$ cat config.mk
export PLATFORM = sky130hd
export DESIGN_NAME = descRingDma
export DESIGN_NICKNAME = d
export VERILOG_FILES = /design/src/rtl/descRingDmaPkg.sv /design/src/rtl/descRingDmaDatapath.sv /design/src/rtl/descRingDmaCtrl.sv /design/src/rtl/descRingDma.sv
export SDC_FILE = /design/constraint.sdc
export NUM_CORES = 1
export LEC_CHECK = 0
export ABC_AREA = 1
export BUFFER_PORTS_ARGS = -buffer_cell sky130_fd_sc_hd__clkbuf_2
export CORE_MARGIN = 3
export CORE_UTILIZATION = 38
export CTS_BUF_LIST = sky130_fd_sc_hd__clkbuf_8 sky130_fd_sc_hd__clkbuf_16
export CTS_CLUSTER_SIZE = 20
export DETAILED_ROUTE_END_ITERATION = 7
export GPL_TIMING_DRIVEN = 0
export PLACE_DENSITY = 0.7
export SYNTH_ARGS = -nofsm -noshare
export SYNTH_HDL_FRONTEND = slang
export SYNTH_HIERARCHICAL = 1
export SYNTH_SLANG_ARGS = --single-unit
export TNS_END_PERCENT = 100
$ cat constraint.sdc
create_clock -name clk -period 2.4 [get_ports clk]
set_clock_uncertainty 0.2 [all_clocks]
set_input_delay 0.48 -clock clk [delete_from_list [all_inputs] [get_ports clk]]
set_output_delay 0.48 -clock clk [all_outputs]
set_load 0.02 [all_outputs]
$ cat src/rtl/descRingDmaPkg.sv
package descRingDmaPkg;

  localparam int DESC_BYTES = 16;
  localparam int EOL_BIT    = 31;
  localparam int HOLD_BIT   = 30;

  typedef enum logic [3:0] {
    ST_IDLE,
    ST_REQ_TGT,
    ST_WAIT_TGT,
    ST_REQ_SRC,
    ST_WAIT_SRC,
    ST_REQ_CMD,
    ST_WAIT_CMD,
    ST_DECIDE,
    ST_REQ_DATA,
    ST_WAIT_DATA,
    ST_SEND
  } dmaState_e;

  typedef enum logic [1:0] {
    ASEL_TGT,
    ASEL_SRC,
    ASEL_CMD,
    ASEL_DATA
  } addrSel_e;

  // Strobes from the control FSM to the datapath
  typedef struct packed {
    logic     loadPtr;
    logic     ldTgt;
    logic     ldSrc;
    logic     ldCmd;
    logic     ldData;
    logic     stepOut;
    addrSel_e addrSel;
  } dpCtrl_t;

endpackage

$ cat src/rtl/descRingDmaDatapath.sv
module descRingDmaDatapath
  import descRingDmaPkg::*;
#(
  parameter int WORD_W         = 32,
  parameter int MAX_BYTES      = 4096,
  parameter int CNT_FIELD_W    = 13,
  parameter int RING_MIN_BYTES = 16384
) (
  input  logic              clk,
  input  logic              rstN,
  input  dpCtrl_t           dp,
  input  logic [WORD_W-1:0] cmdWrData,
  input  logic [WORD_W-1:0] memRdData,
  output logic [WORD_W-1:0] memReqAddr,
  output logic [WORD_W-1:0] outAddr,
  output logic [WORD_W-1:0] outData,
  output logic [WORD_W-1:0] tablePtr,
  output logic              cntZero,
  output logic              cntOne,
  output logic              eolFlag
);

  localparam int STEP  = WORD_W / 8;
  localparam int CNT_W = $clog2(MAX_BYTES / STEP + 1);

  logic [WORD_W-1:0]      ptrQ, tgtQ, srcQ, dataQ;
  logic [1:0]             sizeQ;
  logic [CNT_W-1:0]       cntQ;
  logic                   holdQ, eolQ;

  logic [WORD_W-1:0]      ringMask, ptrNext;
  logic [CNT_FIELD_W-1:0] byteField, byteClamp;
  logic [CNT_FIELD_W:0]   roundUp;
  logic [CNT_W-1:0]       dwordCnt;
  logic                   unusedCmdBits;

  assign unusedCmdBits = ^cmdWrData[3:2];

  // Ring wrap: keep the bits above the ring size, step within it
  always_comb begin
    ringMask  = (WORD_W'(RING_MIN_BYTES) << sizeQ) - WORD_W'(1);
    ptrNext   = (ptrQ & ~ringMask) | ((ptrQ + WORD_W'(DESC_BYTES)) & ringMask);
    byteField = memRdData[CNT_FIELD_W-1:0];
    byteClamp = (byteField > CNT_FIELD_W'(MAX_BYTES)) ? CNT_FIELD_W'(MAX_BYTES) : byteField;
    roundUp   = {1'b0, byteClamp} + (CNT_FIELD_W + 1)'(STEP - 1);
    dwordCnt  = CNT_W'(roundUp >> $clog2(STEP));
  end

  always_comb begin
    unique case (dp.addrSel)
      ASEL_TGT: memReqAddr = ptrQ;
      ASEL_SRC: memReqAddr = ptrQ + WORD_W'(STEP);
      ASEL_CMD: memReqAddr = ptrQ + WORD_W'(2 * STEP);
      default:  memReqAddr = srcQ;
    endcase
  end

  always_ff @(posedge clk) begin
    if (!rstN) begin
      ptrQ  <= '0;
      sizeQ <= '0;
      tgtQ  <= '0;
      srcQ  <= '0;
      dataQ <= '0;
      cntQ  <= '0;
      holdQ <= 1'b0;
      eolQ  <= 1'b0;
    end else begin
      if (dp.loadPtr) begin
        ptrQ  <= {cmdWrData[WORD_W-1:4], 4'b0000};
        sizeQ <= cmdWrData[1:0];
      end else if (dp.ldCmd) begin
        ptrQ  <= ptrNext;
      end
      if (dp.ldTgt) tgtQ <= memRdData;
      if (dp.ldSrc) srcQ <= memRdData;
      if (dp.ldCmd) begin
        cntQ  <= dwordCnt;
        holdQ <= memRdData[HOLD_BIT];
        eolQ  <= memRdData[EOL_BIT];
      end
      if (dp.ldData) dataQ <= memRdData;
      if (dp.stepOut) begin
        srcQ <= srcQ + WORD_W'(STEP);
        tgtQ <= holdQ ? tgtQ : tgtQ + WORD_W'(STEP);
        cntQ <= cntQ - CNT_W'(1);
      end
    end
  end

  assign outAddr  = tgtQ;
  assign outData  = dataQ;
  assign tablePtr = ptrQ;
  assign cntZero  = (cntQ == '0);
  assign cntOne   = (cntQ == CNT_W'(1));
  assign eolFlag  = eolQ;

endmodule

$ cat src/rtl/descRingDmaCtrl.sv
module descRingDmaCtrl
  import descRingDmaPkg::*;
(
  input  logic    clk,
  input  logic    rstN,
  input  logic    cmdWrEn,
  input  logic    kick,
  input  logic    memRdValid,
  input  logic    outReady,
  input  logic    cntZero,
  input  logic    cntOne,
  input  logic    eolFlag,
  output dpCtrl_t dp,
  output logic    memReq,
  output logic    outValid,
  output logic    busy,
  output logic    eolIrq
);

  dmaState_e stateQ, stateD;
  logic      irqD, descDone;

  always_comb begin
    stateD     = stateQ;
    irqD       = 1'b0;
    descDone   = 1'b0;
    dp         = '0;
    dp.addrSel = ASEL_DATA;
    unique case (stateQ)
      ST_IDLE: begin
        dp.loadPtr = cmdWrEn;
        if (kick) stateD = ST_REQ_TGT;
      end
      ST_REQ_TGT: begin
        dp.addrSel = ASEL_TGT;
        stateD     = ST_WAIT_TGT;
      end
      ST_WAIT_TGT: if (memRdValid) begin
        dp.ldTgt = 1'b1;
        stateD   = ST_REQ_SRC;
      end
      ST_REQ_SRC: begin
        dp.addrSel = ASEL_SRC;
        stateD     = ST_WAIT_SRC;
      end
      ST_WAIT_SRC: if (memRdValid) begin
        dp.ldSrc = 1'b1;
        stateD   = ST_REQ_CMD;
      end
      ST_REQ_CMD: begin
        dp.addrSel = ASEL_CMD;
        stateD     = ST_WAIT_CMD;
      end
      ST_WAIT_CMD: if (memRdValid) begin
        dp.ldCmd = 1'b1;
        stateD   = ST_DECIDE;
      end
      ST_DECIDE: begin
        if (cntZero) descDone = 1'b1;
        else         stateD   = ST_REQ_DATA;
      end
      ST_REQ_DATA: stateD = ST_WAIT_DATA;
      ST_WAIT_DATA: if (memRdValid) begin
        dp.ldData = 1'b1;
        stateD    = ST_SEND;
      end
      ST_SEND: if (outReady) begin
        dp.stepOut = 1'b1;
        if (cntOne) descDone = 1'b1;
        else        stateD   = ST_REQ_DATA;
      end
      default: stateD = ST_IDLE;
    endcase
    if (descDone) begin
      if (eolFlag) begin
        stateD = ST_IDLE;
        irqD   = 1'b1;
      end else begin
        stateD = ST_REQ_TGT;
      end
    end
  end

  always_ff @(posedge clk) begin
    if (!rstN) begin
      stateQ <= ST_IDLE;
      eolIrq <= 1'b0;
    end else begin
      stateQ <= stateD;
      eolIrq <= irqD;
    end
  end

  assign memReq   = (stateQ == ST_REQ_TGT) || (stateQ == ST_REQ_SRC) ||
                    (stateQ == ST_REQ_CMD) || (stateQ == ST_REQ_DATA);
  assign outValid = (stateQ == ST_SEND);
  assign busy     = (stateQ != ST_IDLE);

endmodule

$ cat src/rtl/descRingDma.sv
module descRingDma
  import descRingDmaPkg::*;
#(
  parameter int WORD_W         = 32,
  parameter int MAX_BYTES      = 4096,
  parameter int CNT_FIELD_W    = 13,
  parameter int RING_MIN_BYTES = 16384
) (
  input  logic              clk,
  input  logic              rstN,
  input  logic              cmdWrEn,
  input  logic [WORD_W-1:0] cmdWrData,
  input  logic              kick,
  output logic              memReq,
  output logic [WORD_W-1:0] memReqAddr,
  input  logic              memRdValid,
  input  logic [WORD_W-1:0] memRdData,
  output logic              outValid,
  input  logic              outReady,
  output logic [WORD_W-1:0] outAddr,
  output logic [WORD_W-1:0] outData,
  output logic [WORD_W-1:0] tablePtr,
  output logic              busy,
  output logic              eolIrq
);

  dpCtrl_t dp;
  logic    cntZero, cntOne, eolFlag;

  descRingDmaCtrl uCtrl (
    .clk       (clk),
    .rstN      (rstN),
    .cmdWrEn   (cmdWrEn),
    .kick      (kick),
    .memRdValid(memRdValid),
    .outReady  (outReady),
    .cntZero   (cntZero),
    .cntOne    (cntOne),
    .eolFlag   (eolFlag),
    .dp        (dp),
    .memReq    (memReq),
    .outValid  (outValid),
    .busy      (busy),
    .eolIrq    (eolIrq)
  );

  descRingDmaDatapath #(
    .WORD_W        (WORD_W),
    .MAX_BYTES     (MAX_BYTES),
    .CNT_FIELD_W   (CNT_FIELD_W),
    .RING_MIN_BYTES(RING_MIN_BYTES)
  ) uDp (
    .clk       (clk),
    .rstN      (rstN),
    .dp        (dp),
    .cmdWrData (cmdWrData),
    .memRdData (memRdData),
    .memReqAddr(memReqAddr),
    .outAddr   (outAddr),
    .outData   (outData),
    .tablePtr  (tablePtr),
    .cntZero   (cntZero),
    .cntOne    (cntOne),
    .eolFlag   (eolFlag)
  );

endmodule

==> flow_summary_export.csv, run 1 <==
group,metric,value,unit
timing,relSlewSlack,42.7,%
grt,antenna_found_initial,0,
outcome,status,"complete, but fails checks",
setup_path,ff2ff_path_depth,9,
timing,rsz0062_at_grt,"true",
floorplanning,core,21400,um^2
pwr,p_clk_share,27.8,%
pwr,sw_frac_of_total,41.7,%
detailed_routing,drt_wl_total,34100,um
logic_synthesis,synth-seq-cells,144,
grt,grt_max_degree,17,
timing,setup_ws,-0.0159,ns
clock_network,path_clk_slew,0.07,ns
cells_and_area,n_fill_cell,2141,
place,io_buffers,195,
pwr,power_switching,3830,uW
clock_network,numCtsBuffers,17,
setup_path,required,1.72,ns
pwr,pwr-share-seq,34.1,%
cells_and_area,nets,1624,
setup_path,cp-end-kind,"output pin",
pwr,p_total,9200,uW
pwr,combPwrFrac,38.0,%
pwr,power_density,833,nW/um^2
min_path,hp-class,"in2reg",
timing,tightest_slew,0.859,ns
clock_network,cts.sinks,144,
logic_synthesis,yosys_warnings,6,
timing,min_period_over_period,101,%
grt,grt_pass1_vias,9164,
detailed_routing,drt-pass1-iter-count,6,
setup_path,critical_path_class,"reg2out",
floorplanning,die_area,24000,um^2
logic_synthesis,synth_top_area_cell,"dfxtp_1",
logic_synthesis,netlist_area,8450,um^2
min_path,min_to,"uDp/tablePtr[21]",
detailed_routing,vias,10200,
place,dp_slack,-0.579,ns
timing,final_max_slew_viol_count,0,
cells_and_area,drive_above_1_share,25.4,%
setup_path,worstSetupStartpointType,"register",
cells_and_area,num_antenna_cells,0,
run,maxCapViolCount,0,
timing,timing.fmax,414,MHz
setup_path,crit_fanout,7,
place,dp_hpwl,25300,um
logic_synthesis,synth_edf_count,0,
place,placed_cell_area,9780,um^2
floorplanning,rows,53,
timing,setup_violations,3,
min_path,min_from,"cmdWrData[21]",
place,place_inst,1786,
logic_synthesis,synthCells,1313,
setup_path,regToRegStartpoint,"uCtrl/stateQ[0]",
pwr,leakagePower,0.00473,uW
min_path,whs_path_depth,3,
clock_network,cts_tree,"built",
outcome,violations,"negative setup slack",
logic_synthesis,synth_cell_types,52,
clock_network,cts_hold_buf,0,
pwr,vdd_drop_max,0.000444,V
detailed_routing,route.detailed.drc,0,
floorplanning,io_pins,202,
detailed_routing,drt_iter0_markers,955,
cells_and_area,finish.instance_area,11000,um^2
floorplanning,die_h,155,um
pwr,internal-power,5370,uW
clock_network,ctsRootBufferMaster,"clkbuf_16",
detailed_routing,antenna_left,0,
detailed_routing,routed_via_density,5.54,
clock_network,htreeDepth,4,
floorplanning,dieWidth,155,um
logic_synthesis,synth_common_cells,"nand2_1, nor2_1, dfxtp_1",
logic_synthesis,async_flop_share,0,%
floorplanning,start_util,39.4,%
logic_synthesis,postSynthAreaPerCell,6.43,um^2
grt,gr-total-overflow,0,
cells_and_area,layoutNonFillerInstCount,1837,
timing,min_period,2.42,ns
logic_synthesis,synth.top_cell.area_share,34.1,%
clock_network,clock_path_buffers,2,
cells_and_area,synthToLayoutAreaGrowth,30.8,%
grt,grt_pass1_wl,50600,um
cells_and_area,finish.utilization,51.6,%
detailed_routing,wl_per_cell,18.5,um
timing,hold_viol_final,0,
place,gp_congestion,0.990,
logic_synthesis,ys.flop_type,"dfxtp_1",
clock_network,clkLatencyLatePin,0.44,ns
logic_synthesis,synthTopCellsByArea,"dfxtp_1, nand2_1, o21ai_0, nor2_1, a21oi_1",
setup_path,r2r_setup_slack,0.05,ns
setup_path,worstReg2RegEnd,"uDp/sizeQ[0]",
logic_synthesis,yosysMostFrequentCell,"nand2_1",
logic_synthesis,ys_seq_area_share,34.1,%
grt,grt_usage,26.8,%
setup_path,arrival,1.74,ns
-- registers in the layout, summed over array words and instances, names as in the netlist --
name	flops
uDp/sizeQ	2
uDp/cntQ	11
uDp/outData	32
uDp/holdQ	1
uDp/tablePtr	28
uDp/srcQ	32
uCtrl/stateQ	4
uCtrl/eolIrq	1
uDp/eolFlag	1
uDp/outAddr	32
-- how the worst max path moves through the flow --
| stage | from | endpoint |
|---|---|---|
| after global placement | memRdValid | uDp/srcQ[3] |
| final | uCtrl/stateQ[0] | memReqAddr[5] |
| after global routing | uCtrl/stateQ[0] | memReqAddr[28] |
| after floorplan | uCtrl/stateQ[0] | memReqAddr[10] |
| after CTS | uCtrl/stateQ[1] | memReqAddr[5] |
| after detailed placement | memRdValid | uDp/srcQ[6] |
-- final cells by class --
type | count | area (um^2) | area share (%)
Multi-Input combinational cell | 965 | 5000 | 45.3
Buffer | 60 | 392 | 3.55
Clock buffer | 17 | 425 | 3.85
Clock inverter | 15 | 128 | 1.16
Sequential cell | 144 | 2890 | 26.2
Inverter | 146 | 558 | 5.05
Tap cell | 275 | 344 | 3.12
Timing Repair Buffer | 215 | 1310 | 11.8
-- critical path: stages, from the launching register on --
cell and delay (ns):
dfxtp_4 0.37, inv_4 0.05, nor2_4 0.09, nand2_2 0.08, nand2_4 0.09, clkbuf_16 0.17
clkbuf_16 0.15, nand2_2 0.06, o21ai_2 0.09, buf_6 0.14
-- what timing repair did --
item | 4_1_cts | 5_1_grt
buffers inserted | 11 | 6
endpoints found under the setup margin | 125 | 93
resized for setup | 127 | 112
cloned | 2 | 1
pin swaps | 3 | 4
-- layer usage --
layer	vias to the layer above	track usage (%)	part of all wire, %
met4	0	7.02	2.6
li1	4806	-	-
met3	79	5.23	9.2
met2	554	45.2	47
met5	-	0	0
met1	4742	35.3	42
-- logic make-up after synthesis --
group	synth area share (%)
buf+inv	9.78
other cells	0.0444
flops	34.1
simple gates	31.6
compound gates	20.8
xor+xnor	2.90
fa+ha+maj	0.741
-- power by group through the flow --
stage / clock [uW] / combinational, uW / sequential, uW
global placement: 0 / 2660 / 3140
detailed placement: 0 / 2680 / 3140
global route: 2680 / 3720 / 3180
floorplan: 0 / 1470 / 3330
CTS: 2580 / 3230 / 3110
finish: 2560 / 3500 / 3140
-- cells in the final DEF (no fill, tap or decap), drive strengths merged, types with 10 or more instances in the layout --
cell type,n
nand3,68
nor3,38
xor2,22
nand4,15
a21oi,120
dfxtp,144
o21ai,134
a31oi,17
clkbuf,223
nand2,285
inv,152
o211ai,10
nor2,180
buf,69
o22ai,19
-- through the flow --
step / hold slack, ns / setup TNS (ns)
after floorplan: 0.235 / 0
after global placement: 0.266 / -24.92
after detailed placement: 0.269 / -26.36
after CTS: 0.0497 / -0.146
after global routing: 0.0548 / -1.33
final: 0.0602 / -0.0298
(Power assumes the default switching activity.)
==> run 2: changes to the inputs <==
TNS_END_PERCENT = 5   (was 100)
==> run 2 against run 1 <==
The run still ends with negative setup slack left. First-iteration DRC count increased by 18%. Global-route usage decreased by 0.18 points. Largest cell class unchanged. Utilization decreased by 1.3 points. Fmax decreased by 2.6%. Critical path depth decreased by 1. Worst hold slack got worse by 0.0029 ns. Via count decreased by 0.76%. Power decreased by 3.3%. Non-clock buffer count decreased by 7. Critical endpoint is now memReqAddr[14]. Highest routed layer unchanged.
==> flow_summary_export.csv, run 2 (synthesis results as in run 1) <==
group,metric,value,unit
cells_and_area,n_fill_cell,2180,
cells_and_area,num_antenna_cells,0,
min_path,min_from,"cmdWrData[21]",
pwr,leakagePower,0.00459,uW
timing,holdWs,0.0573,ns
timing,setup_violations,9,
detailed_routing,drt_wl_total,33700,um
detailed_routing,wl_met2,15700,um
clock_network,htreeDepth,4,
place,dp_hpwl,25300,um
clock_network,cts.sinks,144,
timing,min_period_over_period,103,%
detailed_routing,antenna_left,0,
pwr,vdd_drop_max,0.000460,V
cells_and_area,synthToLayoutAreaGrowth,27.5,%
setup_path,crit_fanout,10,
clock_network,cts_tree,"built",
clock_network,path_clk_slew,0.07,ns
timing,tightest_slew,0.881,ns
clock_network,clkLatencyLatePin,0.44,ns
timing,relSlewSlack,41.3,%
cells_and_area,mostFrequentLayoutCell,"nand2_1",
setup_path,r2r_setup_slack,0,ns
floorplanning,rows,53,
setup_path,required,1.72,ns
pwr,p_total,8890,uW
grt,gr-total-overflow,0,
clock_network,numCtsBuffers,17,
detailed_routing,met3_length,3200,um
clock_network,cts_hold_buf,0,
floorplanning,die_area,24000,um^2
detailed_routing,drt-pass1-iter-count,5,
detailed_routing,vias,10100,
detailed_routing,route.detailed.drc,0,
min_path,hp-class,"in2reg",
place,io_buffers,195,
grt,antenna_found_initial,0,
grt,grt_usage,26.7,%
clock_network,ctsRootBufferMaster,"clkbuf_16",
floorplanning,io_pins,202,
grt,grt_pass1_vias,9078,
outcome,status,"complete, but fails checks",
setup_path,regToRegStartpoint,"uCtrl/stateQ[2]",
setup_path,cp-end-kind,"output pin",
detailed_routing,wirelength_met1,14100,um
detailed_routing,wl_per_cell,18.4,um
timing,min_period,2.48,ns
floorplanning,start_util,39.4,%
timing,setup_ws,-0.0806,ns
timing,timing.fmax,403,MHz
place,gp_congestion,0.990,
floorplanning,core,21400,um^2
detailed_routing,drt_iter0_markers,1130,
setup_path,arrival,1.80,ns
setup_path,crit_start,"uCtrl/stateQ[2]",
grt,grt_pass1_wl,50300,um
grt,grt_max_degree,17,
timing,rsz0062_at_grt,"true",
detailed_routing,top_layer_used,"met4",
setup_path,critical_path_class,"reg2out",
run,maxCapViolCount,0,
timing,hold_viol_final,0,
cells_and_area,multi_input_area,4870,um^2
timing,final_max_slew_viol_count,0,
cells_and_area,nets,1617,
clock_network,clock_path_buffers,2,
outcome,violations,"negative setup slack",
detailed_routing,routed_via_density,5.52,
cells_and_area,seqCellArea,2890,um^2
floorplanning,die_h,155,um
floorplanning,dieWidth,155,um
place,dp_slack,-0.579,ns
cells_and_area,final_cell_mix,"nand2_1, clkbuf_2, nor2_1",
pwr,power_density,826,nW/um^2
timing,finalSetupTns,-0.312,ns
cells_and_area,drive_above_1_share,23.2,%
setup_path,worstSetupStartpointType,"register",
[run 2: final cells by class]
cell class	instances	area share (%)
repair buffers	207	10.9
plain buffers	61	3.50
inverters	146	5.15
multi-input cells	965	45.3
clock buffers	17	3.95
clock inverters	15	1.19
flip-flops and latches	144	26.9
well taps	275	3.20
[run 2: power by group]
group / switching (uW) / leakage [uW] / internal [uW] / total [uW]
clock network: 1200 / 0.000273 / 1360 / 2560
logic: 2070 / 0.00315 / 1150 / 3210
registers: 416 / 0.00117 / 2710 / 3120
[run 2: worst paths after layout]
check	endpoint	cells past startpoint
min	uDp/tablePtr[21]	3
max reg2reg	uDp/outAddr[11]	11
min reg2reg	uCtrl/eolIrq	2
max	memReqAddr[14]	8
[run 2: worst max-delay path: stages, from the launching register on]
cell and delay [ns]:
dfxtp_2 0.35, nor2_4 0.14, nand2_2 0.09, nand2_4 0.10, buf_8 0.14, clkbuf_16 0.15
nand2_1 0.05, o21ai_0 0.11, clkbuf_2 0.22
[run 2: what timing repair did]
item	CTS	global route
gates resized for setup	74	98
endpoints found under the setup margin	125	117
buffers inserted	8	3
pin swaps	2	1
cloned	1	0
[run 2: per-stage QoR]
step / utilization, % / instances / area, um^2
after CTS: 49.4 / 1827 / 10600
after floorplan: - / 1316 / 8460
final: 50.3 / 1830 / 10800
after detailed placement: 45.6 / 1786 / 9780
after global routing: 50.3 / 1830 / 10800
after global placement: 45.6 / 1786 / 9780
[run 2: per-layer routing]
layer  vias to the layer above  GRT usage (%)
li1                       4785              -
met1                      4724           35.2
met2                       542           44.9
met3                        53           5.23
met4                         0           6.60
met5                         -              0
